File: config.mk
export PLATFORM = sky130hd
export DESIGN_NAME = pq_dispatch
export DESIGN_NICKNAME = d
export VERILOG_FILES = /design/src/rtl/pqd_pkg.sv /design/src/rtl/pqd_pred_file.sv /design/src/rtl/pqd_slot_pick.sv /design/src/rtl/pq_dispatch.sv
export SDC_FILE = /design/constraint.sdc
export NUM_CORES = 1
export LEC_CHECK = 0
export BUFFER_PORTS_ARGS = -buffer_cell sky130_fd_sc_hd__buf_2
export CAP_MARGIN = 10
export CELL_PAD_IN_SITES_DETAIL_PLACEMENT = 2
export CELL_PAD_IN_SITES_GLOBAL_PLACEMENT = 2
export CORE_ASPECT_RATIO = 0.7
export CORE_MARGIN = 2
export CORE_UTILIZATION = 30
export CTS_BUF_LIST = sky130_fd_sc_hd__clkbuf_8
export DETAILED_ROUTE_END_ITERATION = 10
export PLACE_DENSITY = 0.76
export SYNTH_ARGS = -nofsm -noshare
export SYNTH_HDL_FRONTEND = slang
export SYNTH_SLANG_ARGS = --single-unit
export TNS_END_PERCENT = 20
File: constraint.sdc
create_clock -name clk -period 3.5 [get_ports clk]
set_input_delay 0.175 -clock clk [delete_from_list [all_inputs] [get_ports clk]]
set_output_delay 0.175 -clock clk [all_outputs]
set_load 0.05 [all_outputs]
File: src/rtl/pqd_pkg.sv
package pqd_pkg;
    localparam int PIDX_W = 5;
    localparam int NPRED  = 1 << PIDX_W;
    localparam int SLOT_W = 2;
    localparam int PAY_W  = 8;
    localparam int OP_W   = 2 + SLOT_W + PIDX_W + PAY_W;

    typedef enum logic {
        UC_ALU = 1'b0,
        UC_MEM = 1'b1
    } ucls_e;

    typedef struct packed {
        logic              vld;
        ucls_e             cls;
        logic [SLOT_W-1:0] slot;
        logic [PIDX_W-1:0] pidx;
        logic [PAY_W-1:0]  pay;
    } fop_t;

    typedef struct packed {
        logic              en;
        logic [PIDX_W-1:0] dst_t;
        logic [PIDX_W-1:0] dst_f;
        logic              cond;
    } pwr_t;

    // Index 0 is the constant-true guard.
    function automatic logic pred_rd(input logic [NPRED-1:0] v,
                                     input logic [PIDX_W-1:0] i);
        return (i == '0) ? 1'b1 : v[i];
    endfunction
endpackage

File: src/rtl/pqd_pred_file.sv
module pqd_pred_file
    import pqd_pkg::*;
#(
    parameter int CMP_LAT = 2
) (
    input  logic              clk,
    input  logic              rst,
    input  logic              cmp_vld,
    input  logic [PIDX_W-1:0] cmp_guard,
    input  logic [PIDX_W-1:0] cmp_dst_t,
    input  logic [PIDX_W-1:0] cmp_dst_f,
    input  logic              cmp_cond,
    output logic [NPRED-1:0]  pview
);
    logic [NPRED-1:0] pregs;
    pwr_t             stg [CMP_LAT];
    pwr_t             wr_now;
    pwr_t             wr_new;

    assign wr_now = stg[CMP_LAT-1];

    // Current view: stored state overlaid with the result retiring this cycle.
    always_comb begin
        pview = pregs;
        if (wr_now.en) begin
            if (wr_now.dst_f != '0) pview[wr_now.dst_f] = ~wr_now.cond;
            if (wr_now.dst_t != '0) pview[wr_now.dst_t] = wr_now.cond;
        end
        pview[0] = 1'b1;
    end

    always_comb begin
        wr_new.en    = cmp_vld & pred_rd(pview, cmp_guard);
        wr_new.dst_t = cmp_dst_t;
        wr_new.dst_f = cmp_dst_f;
        wr_new.cond  = cmp_cond;
    end

    always_ff @(posedge clk) begin
        if (rst) begin
            pregs <= '0;
            for (int g = 0; g < CMP_LAT; g++) stg[g] <= '0;
        end else begin
            pregs <= pview;
            for (int g = CMP_LAT - 1; g > 0; g--) stg[g] <= stg[g-1];
            stg[0] <= wr_new;
        end
    end
endmodule

File: src/rtl/pqd_slot_pick.sv
module pqd_slot_pick
    import pqd_pkg::*;
#(
    parameter int    FETCH_W = 4,
    parameter ucls_e CLS     = UC_ALU,
    parameter int    SLOT    = 0
) (
    input  fop_t             ops [FETCH_W],
    input  logic [NPRED-1:0] pview,
    output logic             hit,
    output logic             multi,
    output logic [PAY_W-1:0] pay
);
    always_comb begin
        hit   = 1'b0;
        multi = 1'b0;
        pay   = '0;
        for (int i = 0; i < FETCH_W; i++) begin
            if (ops[i].vld && ops[i].cls == CLS &&
                ops[i].slot == SLOT_W'(SLOT) && pred_rd(pview, ops[i].pidx)) begin
                if (hit) begin
                    multi = 1'b1;
                end else begin
                    hit = 1'b1;
                    pay = ops[i].pay;
                end
            end
        end
    end
endmodule

File: src/rtl/pq_dispatch.sv
module pq_dispatch
    import pqd_pkg::*;
#(
    parameter int FETCH_W = 4,
    parameter int N_ALU   = 2,
    parameter int N_MEM   = 1,
    parameter int CMP_LAT = 2
) (
    input  logic                     clk,
    input  logic                     rst,
    input  logic [FETCH_W*OP_W-1:0]  pkt,
    input  logic                     cmp_vld,
    input  logic [PIDX_W-1:0]        cmp_guard,
    input  logic [PIDX_W-1:0]        cmp_dst_t,
    input  logic [PIDX_W-1:0]        cmp_dst_f,
    input  logic                     cmp_cond,
    output logic [N_ALU-1:0]         alu_vld,
    output logic [N_ALU*PAY_W-1:0]   alu_pay,
    output logic [N_MEM-1:0]         mem_vld,
    output logic [N_MEM*PAY_W-1:0]   mem_pay,
    output logic                     conflict_err
);
    fop_t                  ops [FETCH_W];
    logic [NPRED-1:0]      pview;
    logic [N_ALU-1:0]      alu_hit, alu_multi;
    logic [N_ALU*PAY_W-1:0] alu_sel;
    logic [N_MEM-1:0]      mem_hit, mem_multi;
    logic [N_MEM*PAY_W-1:0] mem_sel;
    logic                  any_multi;

    for (genvar i = 0; i < FETCH_W; i++) begin : g_unpack
        assign ops[i] = fop_t'(pkt[i*OP_W +: OP_W]);
    end

    pqd_pred_file #(.CMP_LAT(CMP_LAT)) u_pfile (
        .clk       (clk),
        .rst       (rst),
        .cmp_vld   (cmp_vld),
        .cmp_guard (cmp_guard),
        .cmp_dst_t (cmp_dst_t),
        .cmp_dst_f (cmp_dst_f),
        .cmp_cond  (cmp_cond),
        .pview     (pview)
    );

    for (genvar s = 0; s < N_ALU; s++) begin : g_alu
        pqd_slot_pick #(.FETCH_W(FETCH_W), .CLS(UC_ALU), .SLOT(s)) u_pick (
            .ops   (ops),
            .pview (pview),
            .hit   (alu_hit[s]),
            .multi (alu_multi[s]),
            .pay   (alu_sel[s*PAY_W +: PAY_W])
        );
    end

    for (genvar s = 0; s < N_MEM; s++) begin : g_mem
        pqd_slot_pick #(.FETCH_W(FETCH_W), .CLS(UC_MEM), .SLOT(s)) u_pick (
            .ops   (ops),
            .pview (pview),
            .hit   (mem_hit[s]),
            .multi (mem_multi[s]),
            .pay   (mem_sel[s*PAY_W +: PAY_W])
        );
    end

    assign any_multi = (|alu_multi) | (|mem_multi);

    always_ff @(posedge clk) begin
        if (rst) begin
            alu_vld      <= '0;
            alu_pay      <= '0;
            mem_vld      <= '0;
            mem_pay      <= '0;
            conflict_err <= 1'b0;
        end else begin
            alu_vld      <= alu_hit;
            alu_pay      <= alu_sel;
            mem_vld      <= mem_hit;
            mem_pay      <= mem_sel;
            conflict_err <= conflict_err | any_multi;
        end
    end
endmodule

# Yosys cells after proc, flatten, opt, wreduce, memory -nomap -nowiden

Memory sizes are Yosys's and may differ from the RTL's.
Index checks and enable logic that the tools add are counted.

Memories: 1
Output and inout port bits: 28
RAM bits: 24
Logic and storage cells: 159
Flip-flop bits (word level): 60

Order comparisons: 9
Bitwise operators: 10
Mux-type cells: 82
Equality and inequality tests: 4
Reductions and logical operators: 46

Memories:

| name        | words | bits a word | read ports | clocked after Yosys merged registers in | wr ports | RTL line            | source |
|---|---|---|---|---|---|---|---|
| u_pfile.stg | 2     | 12          | 2          | 0                                       | 2        | pqd_pred_file.sv:16 | `pwr_t stg [CMP_LAT];` |

Operator list:

| cell                 | number |
|---|---|
| $mux W8              | 21 |
| $mux W32             | 4 |
| $bwmux W32           | 2 |
| $mux W1              | 46 |
| $lt A5 B6 Y1 const B | 7 |
| $logic_and A1 B1 Y1  | 34 |
| $bmux W1 S5          | 5 |
| $logic_not A5 Y1     | 5 |
| $mux W12             | 2 |
| $demux W1 S5         | 2 |
| $ge A5 B1 Y1 const B | 2 |
| $reduce_bool A5 Y1   | 2 |
| $eq A2 B1 Y1 const B | 4 |
| $logic_not A2 Y1     | 4 |
| $not A1 Y1           | 5 |
| $or A1 B1 Y1         | 4 |
| $reduce_or A2 Y1     | 1 |
| $and A1 B1 Y1        | 1 |

# Depth between registers and ports, before layout

Gate-level depths: netlist (run 1).
An unclocked memory read counts as a cell.

Depth in word-level cells: 25
Gate-level depth with buffers: 13
Depth with buffers taken out: 10

# Modules after synthesis

Synthesis (run 1) repeated with hierarchy kept, for this count alone.

Cells, all modules: 959
Area, all modules: 8,846.0 µm²

By module, submodules not included:

| module                           | area an instance (µm²) | times used | cells an instance |
|---|---|---|---|
| pqd_pred_file                    | 3,349.5                | 1          | 406 |
| pqd_slot_pick at g_alu[1].u_pick | 1,591.5                | 1          | 167 |
| pqd_slot_pick at g_mem[0].u_pick | 1,582.8                | 1          | 168 |
| pqd_slot_pick at g_alu[0].u_pick | 1,540.2                | 1          | 159 |
| pq_dispatch                      | 782.0                  | 1          | 59 |

# Worst setup path before layout (run 1)

No wires, ideal clock.

Kind: register to register
From: memory u_pfile.stg[0][16] (netlist bit)
To: register conflict_err
Library setup time: 0.077 ns
Arrival time: 3.016 ns
Clock period less this slack: 3.093 ns
Required time: 3.423 ns
Stages on the path, launching flop included: 14
Path slack: 0.407 ns
Cells stage by stage: dfxtp_1 > buf_2 > and3_4 > a21oi_2 > o221a_4 > nor2_4 > nor3_1 > or4_1 > buf_2 > or3_1 > buf_2 > maj3_1 > o211a_1 > a41oi_2

RTL lines:

| what                 | RTL line            | source |
|---|---|---|
| from (decl)          | pqd_pred_file.sv:16 |  |
| to (signal assigned) | pq_dispatch.sv:80   | `conflict_err <= conflict_err \| any_multi;` |
| to (decl)            | pq_dispatch.sv:21   | `output logic conflict_err` |

==> results.txt, run 1 <==
* Status: finished with violations
- The checks that failed: hold timing, setup timing.
- Critical path startpoint category: flip-flop
* Maximum cell stage delay along the critical path: 0.41 ns
* Port-buffer cells: 114
- Across the VDD grid, the largest voltage drop is 189 uV.
- The most numerous cell type found on the critical path is sky130_fd_sc_hd__buf_4.
- Across the run, the number of max-cap violations was 0.
- Pin placement for this block handled 115 I/O pins.
- Of the synthesized area, sequential elements account for 0.252.
* Net count reported at finish: 1250
* DIE HEIGHT: 128 um
- In the routed layout, each cell is associated on average with a via count of 7.01.
* Required time at the worst-slack endpoint: 3.83 ns
- Post-layout instance count excluding filler cells: 1451
- Clock sinks: 83
* Starting density of the core: 0.305
- The final-report hold violation count was 1.
- DIE AREA: 0.0232 mm^2
- In this run, placement finished with an instance count of 1386.
- Library cell used as clock root buffer: sky130_fd_sc_hd__clkbuf_8
- The largest individual stage delay along the critical path comes from the cell sky130_fd_sc_hd__dfxtp_4.
- Counting buffers and inverters, the worst setup path is 19 cells deep.
* Synthesis-to-finish area growth: 60.9%
- The floorplan step defined a core boundary enclosing 0.0216 mm^2.
- After clock tree synthesis, the clock-pin slew on the worst setup and hold paths is 0.14 ns.
- Derived from the worst setup path, the maximum achievable clock frequency is 252 MHz.
* Final weighted congestion in routability-driven placement: 1.01
- Warnings from Yosys: 0
- Worst-path maximum fanout: 5
- In this run the static leakage power is 3.97 nW.
- Final period utilization: 1.13
- The final layout contains routed wiring with a total length of 54000 um.
* Avg Synthesized Cell Area: 7.77 um^2
- Data on the critical path arrives at its endpoint at 4.30 ns.
* Number of cell rows: 45
* WL per Instance: 37.2 um
- Cell family with most CP delay: buffers and inverters
- The worst hold path was traced through 2 stages.
- Counting flops and latches in the post-synthesis netlist gives 83.
- Hold WS: -0.0467 ns
- In this run, CTS created clock tree buffers numbering 9.
- DRC violations left: 0
- Traced cell by cell, the critical path runs through buf_6 > buf_6 > nand4b_1 > buf_4 > o22ai_1 > a22oi_2 > inv_2 > buf_4 > o221ai_1 > buf_4 > nand4_1 > buf_4 > nor3_4 > buf_6 > nor4_4 > buf_4 > buf_12 > nand2_1 > a31oi_1.
- Power per cell area: 238 mW/mm^2
- Headroom to the max-slew limit came out at 0.472.
- The first global-routing pass estimated 61500 um of wire.
- Summed over all layers, the global routing overflow is 0.
* Overall track demand over capacity in global routing: 0.357
- Post-Synthesis Cell Area: 0.00660 mm^2
* Pin count of the biggest net entering global routing: 40
- The worst setup path is of the reg2reg kind.
* Largest area contributor in the synthesized netlist: sky130_fd_sc_hd__dfxtp_1
- Instance count of the mapped netlist: 849
- In this run the horizontal extent of the chip is 181 um.
- Counting along the longest clock path gives a buffer depth of 2.
- TritonCTS built the clock tree.
- Synthesized net count: 936
- Initial antenna violation count: 5
- Area contributors post-synth: sky130_fd_sc_hd__dfxtp_1, sky130_fd_sc_hd__nand2_1, sky130_fd_sc_hd__nor2_1
- Wire length on met3: 6690 um
* Setup Slack @ Placement: -0.572 ns
- Detailed placement finished with a half-perimeter wire length of 31100 um.
* Post-route total power: 2.53 mW
- Routed wl met2: 23100 um
- Vias after detailed routing: 10.2k
- Once detail routing completed, the nets flagged for antenna violations numbered 0.
* Number of DRC violations after detailed-routing iteration 0: 1377
- The critical path contains buffers and inverters numbering 10 combined.
- H-Tree Level Count: 3
* Area fraction of the dominant cell type after synthesis: 0.252
- Via count of the first global-routing pass: 9301
- Most used flip-flop cell after synthesis: sky130_fd_sc_hd__dfxtp_1
- At the pin with the least slew margin, the transition time is 0.784 ns.
- Yosys instantiated no cell more often than sky130_fd_sc_hd__nand2_1.
- Clock skew on the completed layout was measured at 0.0274 ns.
* Share of synthesized flip-flops with an asynchronous set or reset: 0
- The first detailed-routing pass ran for 6 iterations.
- Reg2Reg Depth: 19
- Final number of max-transition violations: 0
- In this run the worst hold path is classified as in2reg.
- Across all setup checks in the final design, the least slack found is -0.472 ns.
- Total of fill cells in the finished design: 2373
- In the final layout, the share of cells above drive strength 1 is 0.504.
- For the worst-skew pair, the clock arrives at the later sink with an insertion delay of 0.44 ns.
- In the final routing, the length of wire on met1 measures 21300 um.
* Final Critical Period: 3.97 ns
- Crit end category: flip-flop
- The commonest cells after synthesis are sky130_fd_sc_hd__nand2_1, sky130_fd_sc_hd__dfxtp_1, sky130_fd_sc_hd__nor2_1, sky130_fd_sc_hd__nand3_1, sky130_fd_sc_hd__nor2b_1.
* Number of synthesized flops with an enable pin: 0
- RSZ-0062 raised after global routing: yes
- Signal routing reaches up to met5.
* Final setup vio count: 29
- Synthesis instantiated 96 different standard cells from the library.
-- power by group --
group / switching [mW] / total, mW / internal, mW
Sequential: 0.0251 / 0.987 / 0.961
Clock: 0.549 / 0.837 / 0.288
Combinational: 0.446 / 0.707 / 0.262
-- layout by cell type (no fill, tap or decap), types with 24 or more instances in the layout --
cell type                 Yosys  routed
sky130_fd_sc_hd__nand3_1     49      43
sky130_fd_sc_hd__buf_6        1      24
sky130_fd_sc_hd__a21o_1      25      25
sky130_fd_sc_hd__a31oi_1     34      29
sky130_fd_sc_hd__nand2_1    107     103
sky130_fd_sc_hd__nor2_1      68      65
sky130_fd_sc_hd__dfxtp_1     83      71
sky130_fd_sc_hd__buf_4        3     211
sky130_fd_sc_hd__nor2b_1     39      37
sky130_fd_sc_hd__buf_2       25     115
-- cell type report --
class                   instances  area, um^2  share of cell area
well taps                     282         353              0.0332
multi-input cells             687        5640               0.531
flip-flops and latches         83        1710               0.161
clock inverters                 7        78.8             0.00742
clock buffers                   9         124              0.0117
diodes                          1        2.50            0.000236
inverters                      16        60.1             0.00566
repair buffers                366        2660               0.250
-- repair_timing --
action	CTS	global route
resized for setup	89	184
pin swaps	13	68
buffers inserted	10	30
setup endpoints to repair	29	29
hold buffers	9	0
hold endpoints to repair	9	0
-- flip-flops by register name, indices dropped and copies added (netlist names) --
register	cells
u_pfile.pregs	31
u_pfile.stg	24
alu_pay	16
mem_pay	8
alu_vld	2
conflict_err	1
mem_vld	1
-- kinds of logic after synthesis --
family,share of synthesized area
adder cells (fa/ha/maj),0.00322
multiplexers,0.0609
flip-flops,0.252
AND/OR/NAND/NOR,0.332
buffers and inverters,0.0527
AO/OA/AOI/OAI,0.299
-- layer usage --
layer  up-vias  GRT usage
met3       256      0.116
met2       915      0.530
met4         6     0.0866
li1       3894          -
met5         -     0.0295
met1      5096      0.496
-- final timing paths --
path	end	from	slack, ns
min	u_pfile.stg[0][4]$_SDFF_PP0_	cmp_dst_f[3]	-0.05
max reg2reg	alu_pay[7]$_SDFF_PP0_	u_pfile.stg[0][12]$_SDFF_PP0_	-0.47
min reg2reg	u_pfile.stg[0][19]$_SDFF_PP0_	u_pfile.stg[0][7]$_SDFF_PP0_	0.44
max	alu_pay[7]$_SDFF_PP0_	u_pfile.stg[0][12]$_SDFF_PP0_	-0.47
-- per-stage QoR --
step            util  area (um^2)  TNS (ns)
5_1_grt        0.491        10600     -7.86
3_5_place_dp   0.408         8810     -9.26
3_3_place_gp   0.408         8810     -8.34
6_report       0.491        10600     -7.09
4_1_cts        0.440         9500  -0.00308
2_1_floorplan      -         6600         0
No activity file was read; power rests on OpenSTA's default activity.
==> inputs of run 2 (changes only) <==
--- a/config.mk
+++ b/config.mk
@@ -14,8 +14,9 @@
 export CORE_UTILIZATION = 30
 export CTS_BUF_LIST = sky130_fd_sc_hd__clkbuf_8
 export DETAILED_ROUTE_END_ITERATION = 10
-export PLACE_DENSITY = 0.76
+export PLACE_DENSITY = 0.69
 export SYNTH_ARGS = -nofsm -noshare
 export SYNTH_HDL_FRONTEND = slang
+export SYNTH_HIERARCHICAL = 1
 export SYNTH_SLANG_ARGS = --single-unit
 export TNS_END_PERCENT = 20
==> run 2 against run 1 <==
Against the previous run:
- the flow finishes with violations (setup timing)
- sequential power barely moved
- final area grew 24%
- non-clock buffer count rose by 60
- flip-flop and latch count did not move
- register-to-register slack worse by 0.29 ns
- global-route usage down 0.18 points
- critical endpoint is now mem_pay[5]$_SDFF_PP0_
==> results.txt, run 2 <==
- The register clock-pin slew on the reported worst setup and hold paths is 0.11 ns (-0.03 ns).
* Vias after detailed routing: 11.7k (+15%)
- Maximum cell stage delay along the critical path: 0.51 ns (+0.10 ns)
- Worst clock skew: 0.0335 ns (+0.00608 ns)
- The number of warnings reported in the yosys synthesis log was 6 (+6).
- Number of vias per cell: 6.88 (-1.8%)
* Net count reported at finish: 1404 (+12%)
* Number of buffers added by the clock tree synthesis step: 9 (unchanged)
* Wire length of the first global-routing pass: 81400 um (+32%)
* Maximum buffer depth of the clock tree: 2 (unchanged)
* Wire length on met1: 24200 um (+14%)
- Initial antenna violation count: 5 (unchanged)
- The end-of-flow core utilization came to 0.456 (-0.0348).
* Largest Register: u_pfile/pregs
- The placer congestion estimate came to 0.923 (-8.2%).
- The count of clock tree sinks was 83 (unchanged).
- Synthesized net count: 1044 (+12%)
- The total die area is 0.0309 mm^2 (+33%).
* Aggregate routed wire length: 64000 um (+18%)
- The tightest hold margin was 0.0163 ns (+0.0630 ns).
* H-Tree Level Count: 3 (unchanged)
- Category of the critical setup timing path: reg2reg
- The top achievable clock speed is 235 MHz (-6.8%).
- Failing checks: setup timing
* Class of the most critical hold timing path: in2reg
* DIE HEIGHT: 148 um (+15%)
- Wire length on met3: 7100 um (+6.1%)
- Cell family with most CP delay: compound AO/OA/AOI/OAI gates
* Total buffers and inverters traversed by the critical path: 6 (-4)
* Final Cell Area: 0.0132 mm^2 (+24%)
* List of cells traversed by the critical path: buf_6 > or3b_4 > buf_4 > o21ai_1 > nand2_1 > nand2_2 > buf_12 > buf_4 > nor2_1 > a221oi_2 > a211oi_2 > a211oi_1 > buf_4 > o2111ai_4 > nor4_4 > buf_4 > a22o_1 > nor2b_1
- WL per Instance: 37.5 um (+0.75%)
- The HPWL reported at the end of detailed placement was 35000 um (+12%).
- Critical path data arrival time: 4.62 ns (+0.32 ns)
* Overall track demand over capacity in global routing: 0.355 (-0.00177)
* Final number of max-transition violations: 0 (unchanged)
- The number of max-cap violations came to 0 (unchanged).
- Most frequent CP cell: sky130_fd_sc_hd__buf_4
- Die Wd: 209 um (+15%)
- On the critical path, the stage with the largest delay is an instance of sky130_fd_sc_hd__a221oi_2.
* Post-Synthesis Cell Area: 0.00883 mm^2 (+34%)
* Length of the first detailed-routing pass in iterations: 5 (-1)
- The total overflow reported by the global router was 0 (unchanged).
* Number of DRC violations after detailed-routing iteration 0: 1708 (+24%)
- Instance count of the mapped netlist: 957 (+13%)
- Power per cell area: 229 mW/mm^2 (-3.8%)
- Worst Max-Slew Pin Slew: 0.945 ns (+0.161 ns)
- The largest registers in the layout are u_pfile/pregs x31, u_pfile/stg x24, alu_pay x16.
- Leaving out fill and tap cells, the most frequent cells in the layout are sky130_fd_sc_hd__buf_4, sky130_fd_sc_hd__buf_2, sky130_fd_sc_hd__nor2b_1.
- Placed cell areas: 0.0115 mm^2 (+30%)
* Crit end category: flip-flop
- The detailed router used layers up to and including met4.
- Critical path startpoint category: flip-flop
- Number of cell rows: 52 (+16%)
- Status: finished with violations
- Starting density of the core: 0.305 (about the same)
- Core Area: 0.0290 mm^2 (+34%)
* RSZ-0062 raised after global routing: yes
- The remaining antenna violation count was 0 (unchanged).
* Port-buffer cells: 114 (unchanged)
- Pin count of the biggest net entering global routing: 44 (+10%)
* Count of final hold-check violations: 0 (-1)
- Library cell used as clock root buffer: sky130_fd_sc_hd__clkbuf_8
- Final Critical Period: 4.26 ns (+0.291 ns)
- Fraction of layout cells with a size suffix above 1: 0.542 (+0.0373)
- Peak supply drop: 180 uV (-5.1%)
* Leakage power figure: 5.16 nW (+30%)
- Final period utilization: 1.22 (+0.0831)
- CTS tree: done
* Count of boundary I/O pins: 115 (unchanged)
* Most common cell after layout, fill and taps aside: sky130_fd_sc_hd__buf_4
* Synthesis-to-finish area growth: 49.5%
* Avg Synthesized Cell Area: 9.23 um^2 (+19%)
- The total chip power was 3.03 mW (+20%).
* Max reg flops: 31 (unchanged)
* Slew margin rel.: 0.361 (-0.111)
* Final worst slack: -0.763 ns (-0.291 ns)
- DRC violations left: 0 (unchanged)
- Setup Slack @ Placement: -1.00 ns (-0.430 ns)
- Routed wl met2: 27600 um (+19%)
- The required time reported for the critical path endpoint came to 3.86 ns (+0.03 ns).
- The number of failing setup endpoints in the final timing report is 28 (-3.4%).
* Worst-path maximum fanout: 7 (+2)
- The insertion delay to the later sink of the worst-skew pair came to 0.45 ns (about the same).
- The via count of the first global-routing pass is 11.9k (+27%).
-- run 2: layer usage --
| metal | global-route usage | vias up |
|---|---|---|
| li1 | - | 4475 |
| met1 | 0.459 | 5842 |
| met2 | 0.556 | 1026 |
| met3 | 0.0935 | 385 |
| met4 | 0.164 | 0 |
| met5 | 0 | - |
-- run 2: path summary, 6_finish.rpt --
path	startpoint	end	slack, ns	cells after the start
max	u_pfile/stg[0][18]$_SDFF_PP0_	mem_pay[5]$_SDFF_PP0_	-0.76	18
min	cmp_dst_f[0]	u_pfile/stg[0][1]$_SDFF_PP0_	0.02	2
max reg2reg	u_pfile/stg[0][18]$_SDFF_PP0_	mem_pay[5]$_SDFF_PP0_	-0.76	18
min reg2reg	u_pfile/stg[0][3]$_SDFF_PP0_	u_pfile/stg[0][15]$_SDFF_PP0_	0.46	1
-- run 2: layout make-up --
class | instances | area [um^2]
Antenna cell | 5 | 12.5
Clock buffer | 10 | 138
Clock inverter | 6 | 71.3
Fill cell | 3030 | 15700
Inverter | 15 | 56.3
Multi-Input combinational cell | 782 | 7500
Sequential cell | 83 | 1700
Tap cell | 378 | 473
Timing Repair Buffer | 426 | 3260
-- run 2: power breakdown --
part	internal (mW)	switching [mW]
logic	0.490	0.687
registers	0.970	0.0300
clock network	0.356	0.495
-- run 2: what timing repair did --
action	CTS	global route
setup buffers	39	16
hold buffers	8	0
hold endpoints to repair	8	0
pin swaps	52	39
gates cloned	1	2
setup endpoints to repair	29	28
gates resized for setup	153	103
-- run 2: per-stage QoR --
stage	std cells	TNS, ns
global route	1705	-16.88
finish	1705	-16.64
detailed placement	1619	-26.15
global placement	1619	-18.96
floorplan	957	-0.0134
CTS	1682	-3.81
==> inputs of run 3 (changes only) <==
==> constraint.sdc (replaced) <==
create_clock -name clk -period 4.35 [get_ports clk]
set_input_delay 0.2175 -clock clk [delete_from_list [all_inputs] [get_ports clk]]
set_output_delay 0.2175 -clock clk [all_outputs]
set_load 0.05 [all_outputs]
==> run 3 against run 2 <==
Against the previous run:
- the flow now finishes without violations
- die area unchanged
- critical path type unchanged
- utilization is 10 points lower
- critical endpoint is now mem_pay[7]$_SDFF_PP0_
- non-clock buffer count decreased by 235
==> results.txt, run 3 (synthesis results as in run 2) <==
- Category of the critical setup timing path: reg2reg
* Count of final hold-check violations: 0 (unchanged)
- The via count of the first global-routing pass was 9113 (-23%).
- The top achievable clock speed is 242 MHz (+3.0%).
- Initial antenna violation count: 0 (-5)
- The top cell types in the final layout, fill and taps aside, are sky130_fd_sc_hd__buf_2, sky130_fd_sc_hd__dfxtp_1, sky130_fd_sc_hd__nor2b_1.
- Final number of max-transition violations: 0 (unchanged)
- Length of the first detailed-routing pass in iterations: 6 (+1)
- Slew margin rel.: 0.258 (-0.104)
* DP Cell Count: 1446 (-11%)
* Clock sinks: 83 (unchanged)
- The ratio of routed vias to standard cells came to 6.13 (-11%).
- The count of buffers from port buffering was 114 (unchanged).
- The worst slack after detailed placement was 0.0909 ns (+1.09 ns).
* Clock input transition at the sequential cells of the worst setup and hold paths: 0.11 ns (about the same)
* Critical path data arrival time: 4.43 ns (-0.19 ns)
* Peak supply drop: 112 uV (-38%)
- The placer congestion estimate was 0.898 (-2.7%).
- The tree is rooted in a sky130_fd_sc_hd__clkbuf_8.
- Final setup vio count: 0 (-100%)
- Final period utilization: 0.952 (-0.267)
- Overall track demand over capacity in global routing: 0.247 (-0.108)
- Worst-path maximum fanout: 13 (+6)
- The number of max-cap violations came to 0 (unchanged).
* Post-route total power: 2.03 mW (-33%)
- Aggregate negative setup slack: 0 ns (+16.64 ns)
* Reg2Reg Depth: 14 (-4)
* WL per Instance: 26.0 um (-31%)
* Half-perimeter wire length after detailed placement: 28300 um (-19%)
- DIE HEIGHT: 148 um (unchanged)
- CP endpoint: mem_pay[7]$_SDFF_PP0_
* Critical path startpoint category: flip-flop
- Clock share of power: 0.290 (+0.009)
- The fraction of layout instances using a drive strength above 1 was 0.326 (-0.215).
- Maximum buffer depth of the clock tree: 2 (unchanged)
- The minimum setup slack in the final design is 0.211 ns (+0.974 ns).
- The placement-stage cell area was 0.0101 mm^2 (-12%).
- Final antenna-violating net count: 0 (unchanged)
- The combinational share of power is 0.314 (-0.075).
* Switching power as a share of total power: 0.368 (-0.0322)
* Congestion Overflow GR: 0 (unchanged)
* Net count reported at finish: 1167 (-17%)
- The actual slew at the worst max-slew pin came to 1.11 ns (+0.167 ns).
* Status: completed
- The insertion delay to the later sink of the worst-skew pair is 0.41 ns (-0.04 ns).
- Class of the most critical hold timing path: in2reg
- The maximum clock skew at final layout came to 0.0249 ns (-0.00868 ns).
* Internal power consumption: 1.28 mW (-29%)
- In the final layout, the registers with the most flip-flops are u_pfile/pregs x31, u_pfile/stg x24, alu_pay x16.
- The initial standard-cell utilization of the core came to 0.305 (unchanged).
- The summed area of non-filler cells in the final layout came to 0.0103 mm^2 (-22%).
- Most common cell after layout, fill and taps aside: sky130_fd_sc_hd__buf_2
- The area inside the core boundary is 0.0290 mm^2 (unchanged).
* Final Critical Period: 4.14 ns (-0.124 ns)
* Count of boundary I/O pins: 115 (unchanged)
- The register-to-register path setup slack is 0.21 ns (+0.97 ns).
* Start of the worst register-to-register path: u_pfile/stg[0][17]$_SDFF_PP0_
- From synthesis to final layout, the design area changed by 16.7%.
- RSZ-0062 raised after global routing: no
- Leakage power figure: 3.79 nW (-27%)
- Relative contribution of sequential cells to total power: 0.396 (+0.066)
- The flip-flop count of the largest register after layout is 31 (unchanged).
* Aggregate routed wire length: 38100 um (-40%)
- The critical path starts at u_pfile/stg[0][17]$_SDFF_PP0_.
- Die Wd: 209 um (unchanged)
- The number of standard cells in the layout, taps in and fillers out came to 1464 (-14%).
- The DRC violation count after routing is 0 (unchanged).
- Number of cell rows: 52 (unchanged)
- Pin count of the biggest net entering global routing: 48 (+9.1%)
- Required time at the worst-slack endpoint: 4.64 ns (+0.78 ns)
* Power per cell area: 197 mW/mm^2 (-14%)
- Crit end category: flip-flop
- The number of levels the H-tree was split into is 3 (unchanged).
- Vias after detailed routing: 8973 (-23%)
- The DRC marker count from the first detailed-route iteration is 1036 (-39%).
* Worst R2R End: mem_pay[7]$_SDFF_PP0_
* Largest Register: u_pfile/pregs
- CTS tree: done
- The total die area was 0.0309 mm^2 (unchanged).
- The number of buffers added by the clock tree synthesis step is 9 (unchanged).
- Switching power summed over all nets: 0.748 mW (-38%)
- The wire length of the first global-routing pass is 58100 um (-29%).
run 3: repair_timing:
item | 4_1_cts | 5_1_grt
setup endpoints to repair | 0 | 25
hold buffers | 1 | 0
hold endpoints to repair | 1 | 0
setup buffers | 0 | 0
gates resized for setup | 0 | 14
run 3: per-layer routing:
layer  track usage  routed length [um]  up-vias
met5             0                   0        -
met4        0.0443                 406        0
met3        0.0300                2080       29
met2         0.354               15900      297
met1         0.394               19700     4650
li1              -                   -     3997
run 3: per-stage QoR:
step                      utilization  hold slack (ns)
final                           0.356           0.0259
after global routing            0.356           0.0245
after CTS                       0.354         0.000417
after detailed placement        0.347            0.427
after global placement          0.347            0.428
after floorplan                     -            0.346
run 3: power groups by stage:
stage | combinational, mW | clock, mW | sequential (mW)
2_1_floorplan | 0.392 | 0 | 0.831
3_3_place_gp | 0.609 | 0 | 0.820
3_5_place_dp | 0.624 | 0 | 0.821
4_1_cts | 0.629 | 0.610 | 0.804
5_1_grt | 0.681 | 0.642 | 0.809
6_report | 0.638 | 0.589 | 0.805
run 3: cell type report:
class,instances,area (um^2)
antenna,1,2.50
clock buffer,10,138
clock inverter,6,53.8
fill,3252,18600
inverter,15,56.3
multi-input combinational,780,6710
sequential,83,1670
tap,378,473
timing repair buffer,191,1210
run 3: worst min-delay path by stage:
stage,from,to,slack [ns],cells after the start
final,cmp_dst_f[1],u_pfile/stg[0][2]$_SDFF_PP0_,0.03,2
after global routing,cmp_dst_t[1],u_pfile/stg[0][7]$_SDFF_PP0_,0.02,2
after CTS,cmp_dst_f[1],u_pfile/stg[0][2]$_SDFF_PP0_,0.0004,2
after detailed placement,u_pfile/stg[0][6]$_SDFF_PP0_,u_pfile/stg[0][18]$_SDFF_PP0_,0.43,1
after global placement,u_pfile/stg[0][10]$_SDFF_PP0_,u_pfile/stg[0][22]$_SDFF_PP0_,0.43,1
after floorplan,cmp_cond,u_pfile/stg[0][0]$_SDFF_PP0_,0.35,1
run 3: worst max-delay path, stage by stage (launching register included):
cell,delay [ns]
sky130_fd_sc_hd__dfxtp_1,0.55
sky130_fd_sc_hd__or3b_1,0.47
sky130_fd_sc_hd__a2111oi_0,0.60
sky130_fd_sc_hd__nor3_1,0.15
sky130_fd_sc_hd__inv_1,0.27
sky130_fd_sc_hd__buf_4,0.21
sky130_fd_sc_hd__nor2b_1,0.15
sky130_fd_sc_hd__a211oi_1,0.06
sky130_fd_sc_hd__or3_1,0.43
sky130_fd_sc_hd__a221oi_4,0.32
sky130_fd_sc_hd__buf_12,0.19
sky130_fd_sc_hd__buf_4,0.16
sky130_fd_sc_hd__o21ai_0,0.10
sky130_fd_sc_hd__a22o_1,0.19
sky130_fd_sc_hd__and2b_2,0.18
